--- config.mk ---
export PLATFORM = sky130hd
export DESIGN_NAME = phy_bringup_seq
export DESIGN_NICKNAME = d
export VERILOG_FILES = /design/src/rtl/pbs_pkg.sv /design/src/rtl/pbs_cap_map.sv /design/src/rtl/pbs_retry_cnt.sv /design/src/rtl/pbs_req_encode.sv /design/src/rtl/phy_bringup_seq.sv
export SDC_FILE = /design/constraint.sdc
export NUM_CORES = 1
export LEC_CHECK = 0
export BUFFER_PORTS_ARGS = -buffer_cell sky130_fd_sc_hd__buf_4
export CORE_MARGIN = 1
export CORE_UTILIZATION = 41
export DETAILED_ROUTE_END_ITERATION = 8
export PLACE_DENSITY = 0.66
export SYNTH_ARGS = -nofsm -noshare
export SYNTH_HDL_FRONTEND = slang
export SYNTH_SLANG_ARGS = --single-unit
--- constraint.sdc ---
create_clock -name clk -period 4.2 [get_ports clk]
set_input_delay 0.21 -clock clk [delete_from_list [all_inputs] [get_ports clk]]
set_output_delay 0.21 -clock clk [all_outputs]
set_load 0.01 [all_outputs]
--- src/rtl/pbs_pkg.sv ---
package pbs_pkg;

   typedef enum logic [3:0] {
      S_IDLE,
      S_WR_RST,
      S_RD_RST,
      S_WT_RST,
      S_WR_MASK,
      S_RD_CAP,
      S_WR_ADV,
      S_WR_ANEG,
      S_RD_ANEG,
      S_WT_ANEG,
      S_WR_RETRY
   } seq_state_e;

   // control register bit positions
   localparam int CTL_RESET   = 15;
   localparam int CTL_SPEED   = 13;
   localparam int CTL_AN_EN   = 12;
   localparam int CTL_AN_RST  = 9;
   localparam int CTL_DUPLEX  = 8;

   // status register bit positions
   localparam int STS_AN_DONE = 5;
   localparam int STS_RFAULT  = 4;
   localparam int STS_CAP_LSB = 11;   // 10H,10F,100H,100F,T4 upward

   // advertisement register layout
   localparam int ADV_CAP_LSB = 5;    // same order as the status abilities
   localparam int NUM_CAPS    = 5;
   localparam logic [4:0] ADV_SELECTOR = 5'b00001;

   localparam int MGMT_DW = 16;

   function automatic logic [MGMT_DW-1:0] bitword(input int a, input int b,
                                                  input int c, input int d);
      logic [MGMT_DW-1:0] w;
      w = '0;
      if (a >= 0) w[a] = 1'b1;
      if (b >= 0) w[b] = 1'b1;
      if (c >= 0) w[c] = 1'b1;
      if (d >= 0) w[d] = 1'b1;
      return w;
   endfunction

endpackage

--- src/rtl/pbs_cap_map.sv ---
module pbs_cap_map
   import pbs_pkg::*;
#(
   parameter int DATA_W = 16
) (
   input  logic [DATA_W-1:0] status_word,
   output logic [DATA_W-1:0] adv_word
);

   localparam int TOP_FREE = ADV_CAP_LSB + NUM_CAPS;

   assign adv_word[4:0] = ADV_SELECTOR;

   for (genvar g = 0; g < NUM_CAPS; g++) begin : g_cap
      assign adv_word[ADV_CAP_LSB + g] = status_word[STS_CAP_LSB + g];
   end

   if (TOP_FREE < DATA_W) begin : g_zero_top
      assign adv_word[DATA_W-1:TOP_FREE] = '0;
   end

endmodule

--- src/rtl/pbs_retry_cnt.sv ---
module pbs_retry_cnt #(
   parameter int LIMIT = 6
) (
   input  logic clk,
   input  logic rst_n,
   input  logic clr,
   input  logic bump,
   output logic last
);

   if (LIMIT <= 1) begin : g_single
      // one attempt only: every poll is the last
      assign last = 1'b1;
   end else begin : g_count
      localparam int CW = $clog2(LIMIT + 1);
      localparam logic [CW-1:0] LAST_IDX = CW'(LIMIT - 1);
      logic [CW-1:0] cnt_q;

      always_ff @(posedge clk or negedge rst_n) begin
         if (!rst_n) begin
            cnt_q <= '0;
         end else if (clr) begin
            cnt_q <= '0;
         end else if (bump && cnt_q != LAST_IDX) begin
            cnt_q <= cnt_q + 1'b1;
         end
      end

      assign last = (cnt_q == LAST_IDX);
   end

endmodule

--- src/rtl/pbs_req_encode.sv ---
module pbs_req_encode
   import pbs_pkg::*;
#(
   parameter int DATA_W     = 16,
   parameter int REG_AW     = 5,
   parameter int CTRL_ADDR  = 0,
   parameter int STAT_ADDR  = 1,
   parameter int ADV_ADDR   = 4,
   parameter int IMASK_ADDR = 18
) (
   input  seq_state_e        state,
   input  logic [DATA_W-1:0] adv_word,
   output logic              valid,
   output logic              write,
   output logic [REG_AW-1:0] regnum,
   output logic [DATA_W-1:0] wdata
);

   localparam logic [DATA_W-1:0] W_RESET = DATA_W'(bitword(CTL_RESET, -1, -1, -1));
   localparam logic [DATA_W-1:0] W_ANEG  = DATA_W'(bitword(CTL_AN_EN, CTL_AN_RST, -1, -1));
   localparam logic [DATA_W-1:0] W_RETRY = DATA_W'(bitword(CTL_AN_EN, CTL_AN_RST,
                                                           CTL_SPEED, CTL_DUPLEX));
   localparam logic [DATA_W-1:0] W_MASK  = '1;

   localparam logic [REG_AW-1:0] A_CTRL  = REG_AW'(CTRL_ADDR);
   localparam logic [REG_AW-1:0] A_STAT  = REG_AW'(STAT_ADDR);
   localparam logic [REG_AW-1:0] A_ADV   = REG_AW'(ADV_ADDR);
   localparam logic [REG_AW-1:0] A_IMASK = REG_AW'(IMASK_ADDR);

   always_comb begin
      valid  = 1'b1;
      write  = 1'b0;
      regnum = A_CTRL;
      wdata  = '0;
      unique case (state)
         S_WR_RST: begin
            write = 1'b1;
            wdata = W_RESET;
         end
         S_RD_RST: begin
            regnum = A_CTRL;
         end
         S_WR_MASK: begin
            write  = 1'b1;
            regnum = A_IMASK;
            wdata  = W_MASK;
         end
         S_RD_CAP, S_RD_ANEG: begin
            regnum = A_STAT;
         end
         S_WR_ADV: begin
            write  = 1'b1;
            regnum = A_ADV;
            wdata  = adv_word;
         end
         S_WR_ANEG: begin
            write = 1'b1;
            wdata = W_ANEG;
         end
         S_WR_RETRY: begin
            write = 1'b1;
            wdata = W_RETRY;
         end
         default: begin
            valid = 1'b0;
         end
      endcase
   end

endmodule

--- src/rtl/phy_bringup_seq.sv ---
module phy_bringup_seq
   import pbs_pkg::*;
#(
   parameter int             DATA_W     = 16,
   parameter int             REG_AW     = 5,
   parameter int             PHY_AW     = 5,
   parameter logic [4:0]     PHY_ADDR   = 5'd0,
   parameter int             RST_POLLS  = 6,
   parameter int             ANEG_POLLS = 20,
   parameter int             CTRL_ADDR  = 0,
   parameter int             STAT_ADDR  = 1,
   parameter int             ADV_ADDR   = 4,
   parameter int             IMASK_ADDR = 18
) (
   input  logic              clk,
   input  logic              rst_n,
   input  logic              start,
   input  logic              tick,
   output logic              busy,
   output logic              done,
   output logic              failed,
   output logic              rst_timeout,
   output logic              req_valid,
   output logic              req_write,
   output logic [PHY_AW-1:0] req_phy,
   output logic [REG_AW-1:0] req_reg,
   output logic [DATA_W-1:0] req_wdata,
   input  logic              mgmt_done,
   input  logic [DATA_W-1:0] mgmt_rdata
);

   // elaboration-time parameter checks
   if (DATA_W != MGMT_DW) begin : g_bad_dw
      $error("phy_bringup_seq: DATA_W must be %0d", MGMT_DW);
   end
   if (RST_POLLS < 1 || ANEG_POLLS < 1) begin : g_bad_polls
      $error("phy_bringup_seq: poll limits must be at least 1");
   end
   if (IMASK_ADDR >= (1 << REG_AW) || ADV_ADDR >= (1 << REG_AW)) begin : g_bad_addr
      $error("phy_bringup_seq: register address does not fit REG_AW");
   end
   if (PHY_AW < 5) begin : g_bad_phyaw
      $error("phy_bringup_seq: PHY_AW must be at least 5");
   end

   seq_state_e        state_q, state_d;
   logic [DATA_W-1:0] adv_q;
   logic [DATA_W-1:0] adv_map;
   logic              fault_q;
   logic              done_q, failed_q, rto_q;

   logic              accept;
   logic              rst_bump, an_bump;
   logic              rst_last, an_last;
   logic              fin, fin_fail, fin_rto;
   logic              cap_take, fault_take;

   assign accept = (state_q == S_IDLE) && start;

   pbs_cap_map #(.DATA_W(DATA_W)) u_cap_map (
      .status_word (mgmt_rdata),
      .adv_word    (adv_map)
   );

   pbs_retry_cnt #(.LIMIT(RST_POLLS)) u_rst_cnt (
      .clk   (clk),
      .rst_n (rst_n),
      .clr   (accept),
      .bump  (rst_bump),
      .last  (rst_last)
   );

   pbs_retry_cnt #(.LIMIT(ANEG_POLLS)) u_an_cnt (
      .clk   (clk),
      .rst_n (rst_n),
      .clr   (accept),
      .bump  (an_bump),
      .last  (an_last)
   );

   pbs_req_encode #(
      .DATA_W     (DATA_W),
      .REG_AW     (REG_AW),
      .CTRL_ADDR  (CTRL_ADDR),
      .STAT_ADDR  (STAT_ADDR),
      .ADV_ADDR   (ADV_ADDR),
      .IMASK_ADDR (IMASK_ADDR)
   ) u_req_enc (
      .state    (state_q),
      .adv_word (adv_q),
      .valid    (req_valid),
      .write    (req_write),
      .regnum   (req_reg),
      .wdata    (req_wdata)
   );

   // next-state and event decode
   always_comb begin
      state_d    = state_q;
      rst_bump   = 1'b0;
      an_bump    = 1'b0;
      fin        = 1'b0;
      fin_fail   = 1'b0;
      fin_rto    = 1'b0;
      cap_take   = 1'b0;
      fault_take = 1'b0;
      unique case (state_q)
         S_IDLE: begin
            if (start) state_d = S_WR_RST;
         end
         S_WR_RST: begin
            if (mgmt_done) state_d = S_RD_RST;
         end
         S_RD_RST: begin
            if (mgmt_done) begin
               if (!mgmt_rdata[CTL_RESET]) begin
                  state_d = S_WR_MASK;
               end else if (rst_last) begin
                  state_d  = S_IDLE;
                  fin      = 1'b1;
                  fin_fail = 1'b1;
                  fin_rto  = 1'b1;
               end else begin
                  rst_bump = 1'b1;
                  state_d  = S_WT_RST;
               end
            end
         end
         S_WT_RST: begin
            if (tick) state_d = S_RD_RST;
         end
         S_WR_MASK: begin
            if (mgmt_done) state_d = S_RD_CAP;
         end
         S_RD_CAP: begin
            if (mgmt_done) begin
               cap_take = 1'b1;
               state_d  = S_WR_ADV;
            end
         end
         S_WR_ADV: begin
            if (mgmt_done) state_d = S_WR_ANEG;
         end
         S_WR_ANEG: begin
            if (mgmt_done) state_d = S_RD_ANEG;
         end
         S_RD_ANEG: begin
            if (mgmt_done) begin
               if (mgmt_rdata[STS_AN_DONE]) begin
                  state_d  = S_IDLE;
                  fin      = 1'b1;
                  fin_fail = mgmt_rdata[STS_RFAULT];
               end else if (an_last) begin
                  state_d  = S_IDLE;
                  fin      = 1'b1;
                  fin_fail = 1'b1;
               end else begin
                  an_bump    = 1'b1;
                  fault_take = 1'b1;
                  state_d    = S_WT_ANEG;
               end
            end
         end
         S_WT_ANEG: begin
            if (tick) state_d = fault_q ? S_WR_RETRY : S_RD_ANEG;
         end
         S_WR_RETRY: begin
            if (mgmt_done) state_d = S_RD_ANEG;
         end
         default: state_d = S_IDLE;
      endcase
   end

   always_ff @(posedge clk or negedge rst_n) begin
      if (!rst_n) begin
         state_q <= S_IDLE;
         adv_q   <= '0;
         fault_q <= 1'b0;
      end else begin
         state_q <= state_d;
         if (cap_take)   adv_q   <= adv_map;
         if (fault_take) fault_q <= mgmt_rdata[STS_RFAULT];
      end
   end

   always_ff @(posedge clk or negedge rst_n) begin
      if (!rst_n) begin
         done_q   <= 1'b0;
         failed_q <= 1'b0;
         rto_q    <= 1'b0;
      end else if (accept) begin
         done_q   <= 1'b0;
         failed_q <= 1'b0;
         rto_q    <= 1'b0;
      end else if (fin) begin
         done_q   <= 1'b1;
         failed_q <= fin_fail;
         rto_q    <= fin_rto;
      end
   end

   assign busy        = (state_q != S_IDLE);
   assign done        = done_q;
   assign failed      = failed_q;
   assign rst_timeout = rto_q;
   assign req_phy     = PHY_AW'(PHY_ADDR);

endmodule

==> results.json, run 1 <==
{
  "status": "completed",
  "die-area_um2": 3730,
  "min_path_cells": 2,
  "ctsRootBufferMaster": "clkbuf_4",
  "top_layer_used": "met4",
  "grt_max_degree": 25,
  "finalHoldViolCount": 0,
  "grt_usage_pct": 17.0,
  "ys_ff_latch": 22,
  "drt_iter0_markers": 39,
  "cpPeakStageDelay_ps": 670,
  "yosysSeqAreaShare_pct": 38.5,
  "synth_flop_cell": "dfrtp_1",
  "worstPathCellList": "nor2b_1, nand2_1, a21oi_1, a31o_2, a21o_1, buf_4",
  "viasPerCell": 5.18,
  "path_buf_inv": 1,
  "yosysTopAreaCellShare_pct": 38.5,
  "cts_tree": "yes",
  "synth.distinct_cells": 41,
  "antenna_found_initial": 0,
  "h-tree-depth": 1,
  "async_flop_share_pct": 100,
  "clkSinkCount": 22,
  "syn_inst": 163,
  "routed-wl-met2_um": 1310,
  "route.vias.total": 1206,
  "wl_met1_um": 1380,
  "p_leak_nw": 0.810,
  "wl_per_cell_um": 12.2,
  "reg2reg_depth": 5,
  "period_share_pct": 56.6,
  "start_kind": "flip-flop",
  "synth_edf_count": 0,
  "timing.max_cap.violations": 0,
  "required_ps": 3990,
  "die-height_um": 61.1,
  "fp-row-count": 21,
  "antenna_left": 0,
  "antenna_cells": 0,
  "fmax_mhz": 420,
  "fin_setup_tns_ps": 0,
  "place_congestion": 0.765,
  "rsz0062_at_grt": "no",
  "drt-pass1-iter-count": 4,
  "cp_slowest_cell": "dfrtp_1",
  "numCtsBuffers": 3,
  "chipWidth_um": 61.1,
  "yosysTopAreaCell": "dfrtp_1",
  "first_global_vias": 1032,
  "cp-end-kind": "output port",
  "period_minus_slack_ps": 2380,
  "worstPathMaxFanout": 17,
  "mappedNetlistArea_um2": 1430,
  "arrival_ps": 2170,
  "drc": 0,
  "drive_gt1_share_pct": 26.7,
  "grt_pass1_wl_um": 4670,
  "finalMaxSlewViolations": 0,
  "finClkSkew_ps": 8.93,
  "clock_latency_ps": 310,
  "post-cts-setup-buffers": 0,
  "worst-setup-path-type": "reg2out",
  "ir_drop_v": 0.000352,
  "routed_wl_um": 2850,
  "grt_overflow_total": 0,
  "area_growth_pct": 17.6,
  "hold_class": "in2reg",
  "wl_met3_um": 116,
  "io_pins": 53,
  "slew_headroom_pct": 47.0,
  "synth_area_per_cell_um2": 8.78,
  "synth_area_leaders": "dfrtp_1 (38%), buf_4 (7.3%), mux2_2 (4.7%)",
  "core_area_um2": 3340,
  "cp.depth": 6,
  "clock_path_buffers": 2,
  "holdWs_ps": 101,
  "hpwl_um": 2120,
  "critPathTopFamily": "flip-flops",
  "p_per_area_nw_per_um2": 613,
  "start_util_pct": 42.9,
  "rrSetupSlack_ps": 2130,
  "fillers": 338,
  "fin_util_pct": 50.4,
  "layout.nets": 213,
  "port_buffers": 37,
  "cts_resized": 0,
  "clkTransAtPathRegs_ps": 130,
  "setup_viol": 0,
  "worst_pin_slew_ps": 789,
  "yosysWarningCount": 0,
  "totalPowerFinal_mw": 1.03
}
[timing repair]
item,4_1_cts,5_1_grt
endpoints found under the setup margin,0,0
hold buffers,1,0
hold endpoints to repair,22,0
[state kept, by name (all words and copies together) (netlist names)]
name	count
u_rst_cnt.g_count.cnt_q	3
u_an_cnt.g_count.cnt_q	5
failed	1
state_q	4
adv_q	6
rst_timeout	1
fault_q	1
done	1
[path summary, 6_finish.rpt]
kind | from | endpoint
max | state_q[2] | req_wdata[9]
min | mgmt_rdata[15] | state_q[2]
max reg2reg | state_q[3] | u_an_cnt.g_count.cnt_q[3]
min reg2reg | adv_q[0] | adv_q[0]
max in group asynchronous | rst_n | u_an_cnt.g_count.cnt_q[3]
min in group asynchronous | rst_n | adv_q[0]
[where the power goes]
part | switching, mW | leakage, nW | internal, mW | total [mW]
registers | 0.110 | 0.286 | 0.269 | 0.380
logic | 0.263 | 0.510 | 0.293 | 0.556
clock network | 0.0631 | 0.0138 | 0.0335 | 0.0966
total | 0.436 | 0.810 | 0.596 | 1.03
[cells in the final DEF, fill, tap and decap left out, drive strengths merged, types with 2 or more instances in the layout]
master,Yosys,final
clkbuf,6,3
o21a,3,3
nor2b,4,4
xor2,3,3
o21ai,8,8
mux2,6,6
nand4,2,2
nor2,17,17
a21oi,7,7
dfrtp,22,22
mux2i,2,2
nor3,3,3
buf,16,37
nand3,9,9
o22ai,3,3
inv,5,5
ha,3,3
or4,2,2
nand2,11,11
a31oi,2,2
nand2b,7,7
xnor2,3,3
a21o,3,3
conb,1,6
[metal layers]
layer | vias to the layer above | global-route usage (%)
met5 | - | 0
met4 | 0 | 5.84
met3 | 4 | 3.15
met2 | 38 | 25.5
met1 | 563 | 24.6
li1 | 601 | -
[stage by stage]
stage	cell area, um^2	worst slack [ps]	instances
4_1_cts	1680	1840	233
6_report	1680	1820	233
5_1_grt	1680	1600	233
3_5_place_dp	1650	2160	229
2_1_floorplan	1450	2160	168
3_3_place_gp	1650	2210	229
[synth_stat cells, drive strengths merged (4+ instances only)]
library cell  instances
dfrtp                22
nor2                 17
buf                  16
nand2                11
nand3                 9
o21ai                 8
a21oi                 7
nand2b                7
clkbuf                6
mux2                  6
inv                   5
nor2b                 4
[logic make-up after synthesis]
| group | synth area share [%] |
|---|---|
| buf+inv | 10.8 |
| simple gates | 22.7 |
| mux | 6.12 |
| xor+xnor | 3.67 |
| other cells | 0.262 |
| fa+ha+maj | 2.62 |
| compound gates | 15.4 |
| flops | 38.5 |
[worst reg2reg max path, stage by stage (launching register included)]
cell      delay (ps)
dfrtp_1          730
nand3b_1         210
nor4b_2          590
nand4_1          190
xor2_1           170
nor2_1            60
[cell type report]
| class | count | area, um^2 | share of cell area, % |
|---|---|---|---|
| Multi-Input combinational cell | 119 | 746 | 44.3 |
| Sequential cell | 22 | 551 | 32.7 |
| Timing Repair Buffer | 38 | 288 | 17.1 |
| Tap cell | 46 | 57.6 | 3.42 |
| Clock buffer | 3 | 22.5 | 1.34 |
| Inverter | 5 | 18.8 | 1.12 |
(Power assumes the default switching activity.)
==> run 2, diff against run 1 <==
Settings changed: ABC_AREA from default to 1.
Clock period 4.2 ns to 2.4 ns, I/O delays scaled along.
==> run 2 against run 1 <==
Against the previous run: synthesized cell count grew 18%; worst setup slack lost 1300 ps; critical path depth is the same; clock-buffer cell count grew 1; flip-flop and latch count is the same; first-iteration DRC count shrank 15%; hold slack lost 67 ps; final area grew 4.3%; cell count grew 16%; clock power grew 100%; routed wire length grew 0.88%; register-to-register slack lost 1400 ps.
==> results.json, run 2 <==
{
  "routed_wl_um": 2870,
  "rr_startpoint": "state_q[3]",
  "chipWidth_um": 62.0,
  "grt_pass1_wl_um": 4590,
  "port_buffers": 37,
  "worst-setup-path-type": "reg2out",
  "timing.max_cap.violations": 0,
  "status": "completed",
  "yosysTopAreaCell": "dfrtp_1",
  "core_area_um2": 3390,
  "reg2reg_depth": 6,
  "required_ps": 2280,
  "setup_viol": 0,
  "die-area_um2": 3850,
  "period_minus_slack_ps": 1840,
  "yosysSeqAreaShare_pct": 37.3,
  "synth.most_common_cell": "nand2_1",
  "rrSetupSlack_ps": 770,
  "synth_area_per_cell_um2": 7.65,
  "async_flop_share_pct": 100,
  "clkSinkCount": 22,
  "finClkSkew_ps": 1.76,
  "netlist_top_cells_count": "nand2_1 (54), nand3_1 (23), dfrtp_1 (22)",
  "cts_resized": 0,
  "worstPathMaxFanout": 8,
  "start_kind": "flip-flop",
  "syn_inst": 193,
  "place_congestion": 0.872,
  "ir_drop_v": 0.000464,
  "io_pins": 53,
  "rsz0062_at_grt": "no",
  "finalMaxSlewViolations": 0,
  "fillers": 336,
  "hold_start": "mgmt_rdata[4]",
  "cts_hold_buf": 1,
  "ctsRootBufferMaster": "clkbuf_4",
  "first_global_vias": 1065,
  "arrival_ps": 1720,
  "antenna_left": 0,
  "min_path_cells": 3,
  "largestRegisters": "adv_q x6, u_an_cnt.g_count.cnt_q x5, state_q x4",
  "drt-pass1-iter-count": 4,
  "critPathTopFamily": "simple AND/OR/NAND/NOR gates",
  "grt_max_degree": 23,
  "ys_ff_latch": 22,
  "wl_per_cell_um": 10.6,
  "worstPathCellList": "inv_1, nand2_1, nand2_1, nand3_2, or2_2, buf_4",
  "p_leak_nw": 1.03,
  "layout.nets": 249,
  "p_per_area_nw_per_um2": 1080,
  "fp-row-count": 21,
  "viasPerCell": 4.69,
  "post-cts-setup-buffers": 0,
  "finalHoldViolCount": 0,
  "cts_tree": "yes",
  "final_common_cell": "nand2_1",
  "drt_iter0_markers": 33,
  "cpPeakStageDelay_ps": 500,
  "h-tree-depth": 1,
  "hold_class": "in2reg",
  "drc": 0,
  "yosysTopAreaCellShare_pct": 37.3,
  "period_share_pct": 76.8,
  "area_growth_pct": 18.9,
  "cp_slowest_cell": "dfrtp_1",
  "cp_common_cell": "nand2_1",
  "mappedNetlistArea_um2": 1480,
  "path_buf_inv": 2,
  "fin_setup_tns_ps": 0,
  "grt_overflow_total": 0,
  "whs_endpoint": "fault_q",
  "antenna_cells": 0,
  "numCtsBuffers": 3,
  "r2r_end": "u_an_cnt.g_count.cnt_q[3]",
  "hpwl_um": 2280,
  "grt_usage_pct": 16.1,
  "clock_latency_ps": 300,
  "largest_reg_flops": 6,
  "fin_util_pct": 51.8,
  "yosysWarningCount": 0,
  "die-height_um": 62.0,
  "fmax_mhz": 543,
  "start_util_pct": 43.6,
  "route.vias.total": 1265,
  "regMostFlops": "adv_q",
  "synth.distinct_cells": 30,
  "synth_edf_count": 0,
  "drive_gt1_share_pct": 28.1,
  "synth_flop_cell": "dfrtp_1",
  "layout_common_cells": "nand2_1 (54), buf_4 (37), nand3_1 (23)",
  "antenna_found_initial": 0,
  "clock_path_buffers": 2,
  "clkTransAtPathRegs_ps": 120,
  "synth_area_leaders": "dfrtp_1 (37%), nand2_1 (14%), nand3_1 (7.8%)",
  "cp-end-kind": "output port"
}
-- run 2: cell count changes after synthesis, moves of 3 or more --
cell,change
o21ai_0,-3
nand2b_1,-7
nor3_1,-3
nand2_1,+43
inv_1,+12
nor2b_1,-4
nand3_1,+14
o21a_1,-3
a21o_1,-3
nor2_2,+5
clkbuf_1,-6
a21oi_1,-6
-- run 2: per-layer routing --
metal  track usage (%)  vias up  routed length [um]
met4              4.44        0                  10
met3              3.11        2                 166
met5                 0        -                   0
met1              21.8      571                1380
met2              26.4       31                1320
li1                  -      661                   -
-- run 2: worst min-delay path, delay by kind of cell --
kind                   cells  cell delay, ps
and+or+nand+nor            1              40
AOI/OAI and AO/OA          1              60
buffers and inverters      1              80
-- run 2: area by class of cell --
cell class,count,area (um^2),share of cell area (%)
multi-input cells,141,752,42.8
flip-flops and latches,22,551,31.4
well taps,46,57.6,3.28
clock buffers,4,36.3,2.07
inverters,19,71.3,4.06
repair buffers,38,288,16.4
-- run 2: cell families after synthesis --
kind of cell	after synthesis	synth area share, %
and+or+nand+nor	114	36.6
AOI/OAI and AO/OA	10	4.83
adders and majority gates	3	2.54
xor gates and xnor gates	4	2.37
other	1	0.254
muxes	4	3.05
DFF	22	37.3
buffers and inverters	35	13.1
-- run 2: stage by stage --
step	total power, mW	std cells	setup WS, ps	hold slack (ps)	area (um^2)
floorplan	1.38	198	1030	-176	1500
global placement	1.71	265	776	26.5	1710
detailed placement	1.71	265	793	26.2	1710
CTS	1.92	270	537	27.5	1760
global route	2.08	270	363	15.8	1760
finish	1.90	270	558	34.1	1760
-- run 2: power breakdown --
group	internal, mW	leakage (nW)	total (mW)	switching, mW
combinational	0.485	0.720	1.13	0.641
clock	0.0925	0.0210	0.198	0.106
sequential	0.478	0.286	0.573	0.0952
total	1.06	1.03	1.90	0.842
-- run 2: worst max-delay path by stage --
stage                                    from                   endpoint  slack (ps)  cells after the start
finish                             state_q[1]                  req_valid         560                      6
detailed placement                 state_q[3]  u_an_cnt.g_count.cnt_q[2]         790                      6
global placement                   state_q[1]  u_an_cnt.g_count.cnt_q[3]         780                      6
floorplan           u_an_cnt.g_count.cnt_q[0]  u_an_cnt.g_count.cnt_q[2]        1030                      7
CTS                                state_q[1]                  req_valid         540                      6
global route                       state_q[3]               req_wdata[8]         360                      6
==> run 3, diff against run 2 <==
Settings changed: ABC_AREA 1 to 0.
Clock period 2.4 ns to 1.7 ns, I/O delays scaled along.
==> run 3 against run 2 <==
Against the previous run: the flow now finishes with violations (setup timing); power up 75%; utilization rose by 13 points; sequential power up 40%; register-to-register slack got worse by 900 ps; final area increased by 23%; first-iteration DRC count grew 39%; critical endpoint is now failed.
==> results.json, run 3 (synthesis gave the netlist of run 1 again) <==
{
  "status": "finished with violations",
  "violations": "setup timing",
  "grt_usage_pct": 19.8,
  "min_path_cells": 2,
  "holdWs_ps": 0.107,
  "fin_setup_tns_ps": -439,
  "finalMaxSlewViolations": 0,
  "layout_common_cells": "buf_4 (66), dfrtp_1 (19), nor2_1 (15)",
  "area_growth_pct": 50.3,
  "drc": 0,
  "period_share_pct": 108,
  "hpwl_um": 2550,
  "clkSinkCount": 22,
  "drive_gt1_share_pct": 46.7,
  "worst_slack_ps": -132,
  "p_per_area_nw_per_um2": 1540,
  "clock_path_buffers": 2,
  "fp-row-count": 21,
  "p_leak_nw": 1.05,
  "chipWidth_um": 61.1,
  "setup_viol": 9,
  "period_minus_slack_ps": 1830,
  "start_kind": "flip-flop",
  "drt_iter0_markers": 46,
  "clock_latency_ps": 310,
  "worst-setup-path-type": "reg2reg",
  "grt_overflow_total": 0,
  "route.vias.total": 1389,
  "wl_per_cell_um": 12.9,
  "viasPerCell": 5.05,
  "die-height_um": 61.1,
  "ir_drop_v": 0.000631,
  "fmax_mhz": 546,
  "final_common_cell": "buf_4",
  "place_congestion": 0.807,
  "place_ws_ps": -110,
  "worstPathMaxFanout": 2,
  "port_buffers": 37,
  "arrival_ps": 2080,
  "largest_reg_flops": 6,
  "cp-end-kind": "flip-flop",
  "h-tree-depth": 1,
  "start_util_pct": 42.9,
  "rsz0062_at_grt": "yes",
  "finClkSkew_ps": 1.03,
  "ctsRootBufferMaster": "clkbuf_4",
  "die-area_um2": 3730,
  "antenna_found_initial": 0,
  "core_area_um2": 3340,
  "largestRegisters": "adv_q x6, u_an_cnt.g_count.cnt_q x5, state_q x4",
  "numCtsBuffers": 3,
  "grt_max_degree": 23,
  "timing.max_cap.violations": 0,
  "antenna_cells": 0,
  "drt-pass1-iter-count": 4,
  "first_global_vias": 1212,
  "routed_wl_um": 3560,
  "layout.nets": 254,
  "io_pins": 53,
  "finalHoldViolCount": 0,
  "reg2reg_depth": 6,
  "regMostFlops": "adv_q",
  "clkTransAtPathRegs_ps": 130,
  "cts_tree": "yes",
  "required_ps": 1950,
  "hold_class": "in2reg",
  "antenna_left": 0,
  "grt_pass1_wl_um": 5380
}
## run 3: cell types whose count changed in the layout (fill, tap and decap cells not counted), moves of 5 or more
cell and change:
nand2b_1 +6, inv_1 -12, buf_6 +6, nand2_1 -45, buf_4 +29, nand3_1 -15
a21oi_1 +5
## run 3: cell type report
class | count | area, um^2
flip-flops and latches | 22 | 554
multi-input cells | 120 | 856
well taps | 46 | 57.6
clock buffers | 4 | 36.3
fillers | 281 | 1190
repair buffers | 78 | 628
inverters | 5 | 18.8
## run 3: critical path: stages (launching register included)
cell	delay [ps]
dfrtp_1	380
ha_2	180
and4bb_1	240
nor2_2	60
or4_4	410
or3_1	320
a31oi_1	170
## run 3: power by group
group	internal, mW	total, mW	leakage (nW)	switching, mW
combinational	1.17	2.21	0.751	1.04
sequential	0.675	0.800	0.283	0.125
clock	0.131	0.300	0.0210	0.169
total	1.98	3.31	1.05	1.34
## run 3: final timing paths
kind / from / endpoint / slack [ps]
hold reg to reg: adv_q[0] / adv_q[0] / 460
setup reg to reg: u_an_cnt.g_count.cnt_q[0] / failed / -130
max in group asynchronous: rst_n / state_q[0] / 1270
min in group asynchronous: rst_n / adv_q[0] / 190
hold / removal: mgmt_rdata[13] / adv_q[7] / 0.1
setup / recovery: u_an_cnt.g_count.cnt_q[0] / failed / -130
## run 3: what timing repair did
item | in CTS | in global routing
gates cloned | 1 | 0
setup buffers | 3 | 6
resized for setup | 11 | 23
hold endpoints to repair | 23 | 3
endpoints found under the setup margin | 32 | 37
pin swaps | 4 | 7
hold buffers | 2 | 3
## run 3: layer usage
layer	share of wire, %	up-vias	GRT usage (%)
met4	1.4	0	7.14
met1	42	667	24.5
met3	3.1	5	2.31
li1	-	684	-
met2	53	33	35.4
met5	0	-	0
## run 3: per-stage QoR
step                      power [mW]  cells  util, %  instance area, um^2
after CTS                       3.05    266     59.5                 1980
after global placement          2.59    256     55.8                 1860
after floorplan                 1.88    168        -                 1460
after global routing            3.55    275     64.5                 2150
final                           3.31    275     64.5                 2150
after detailed placement        2.65    256     55.8                 1860
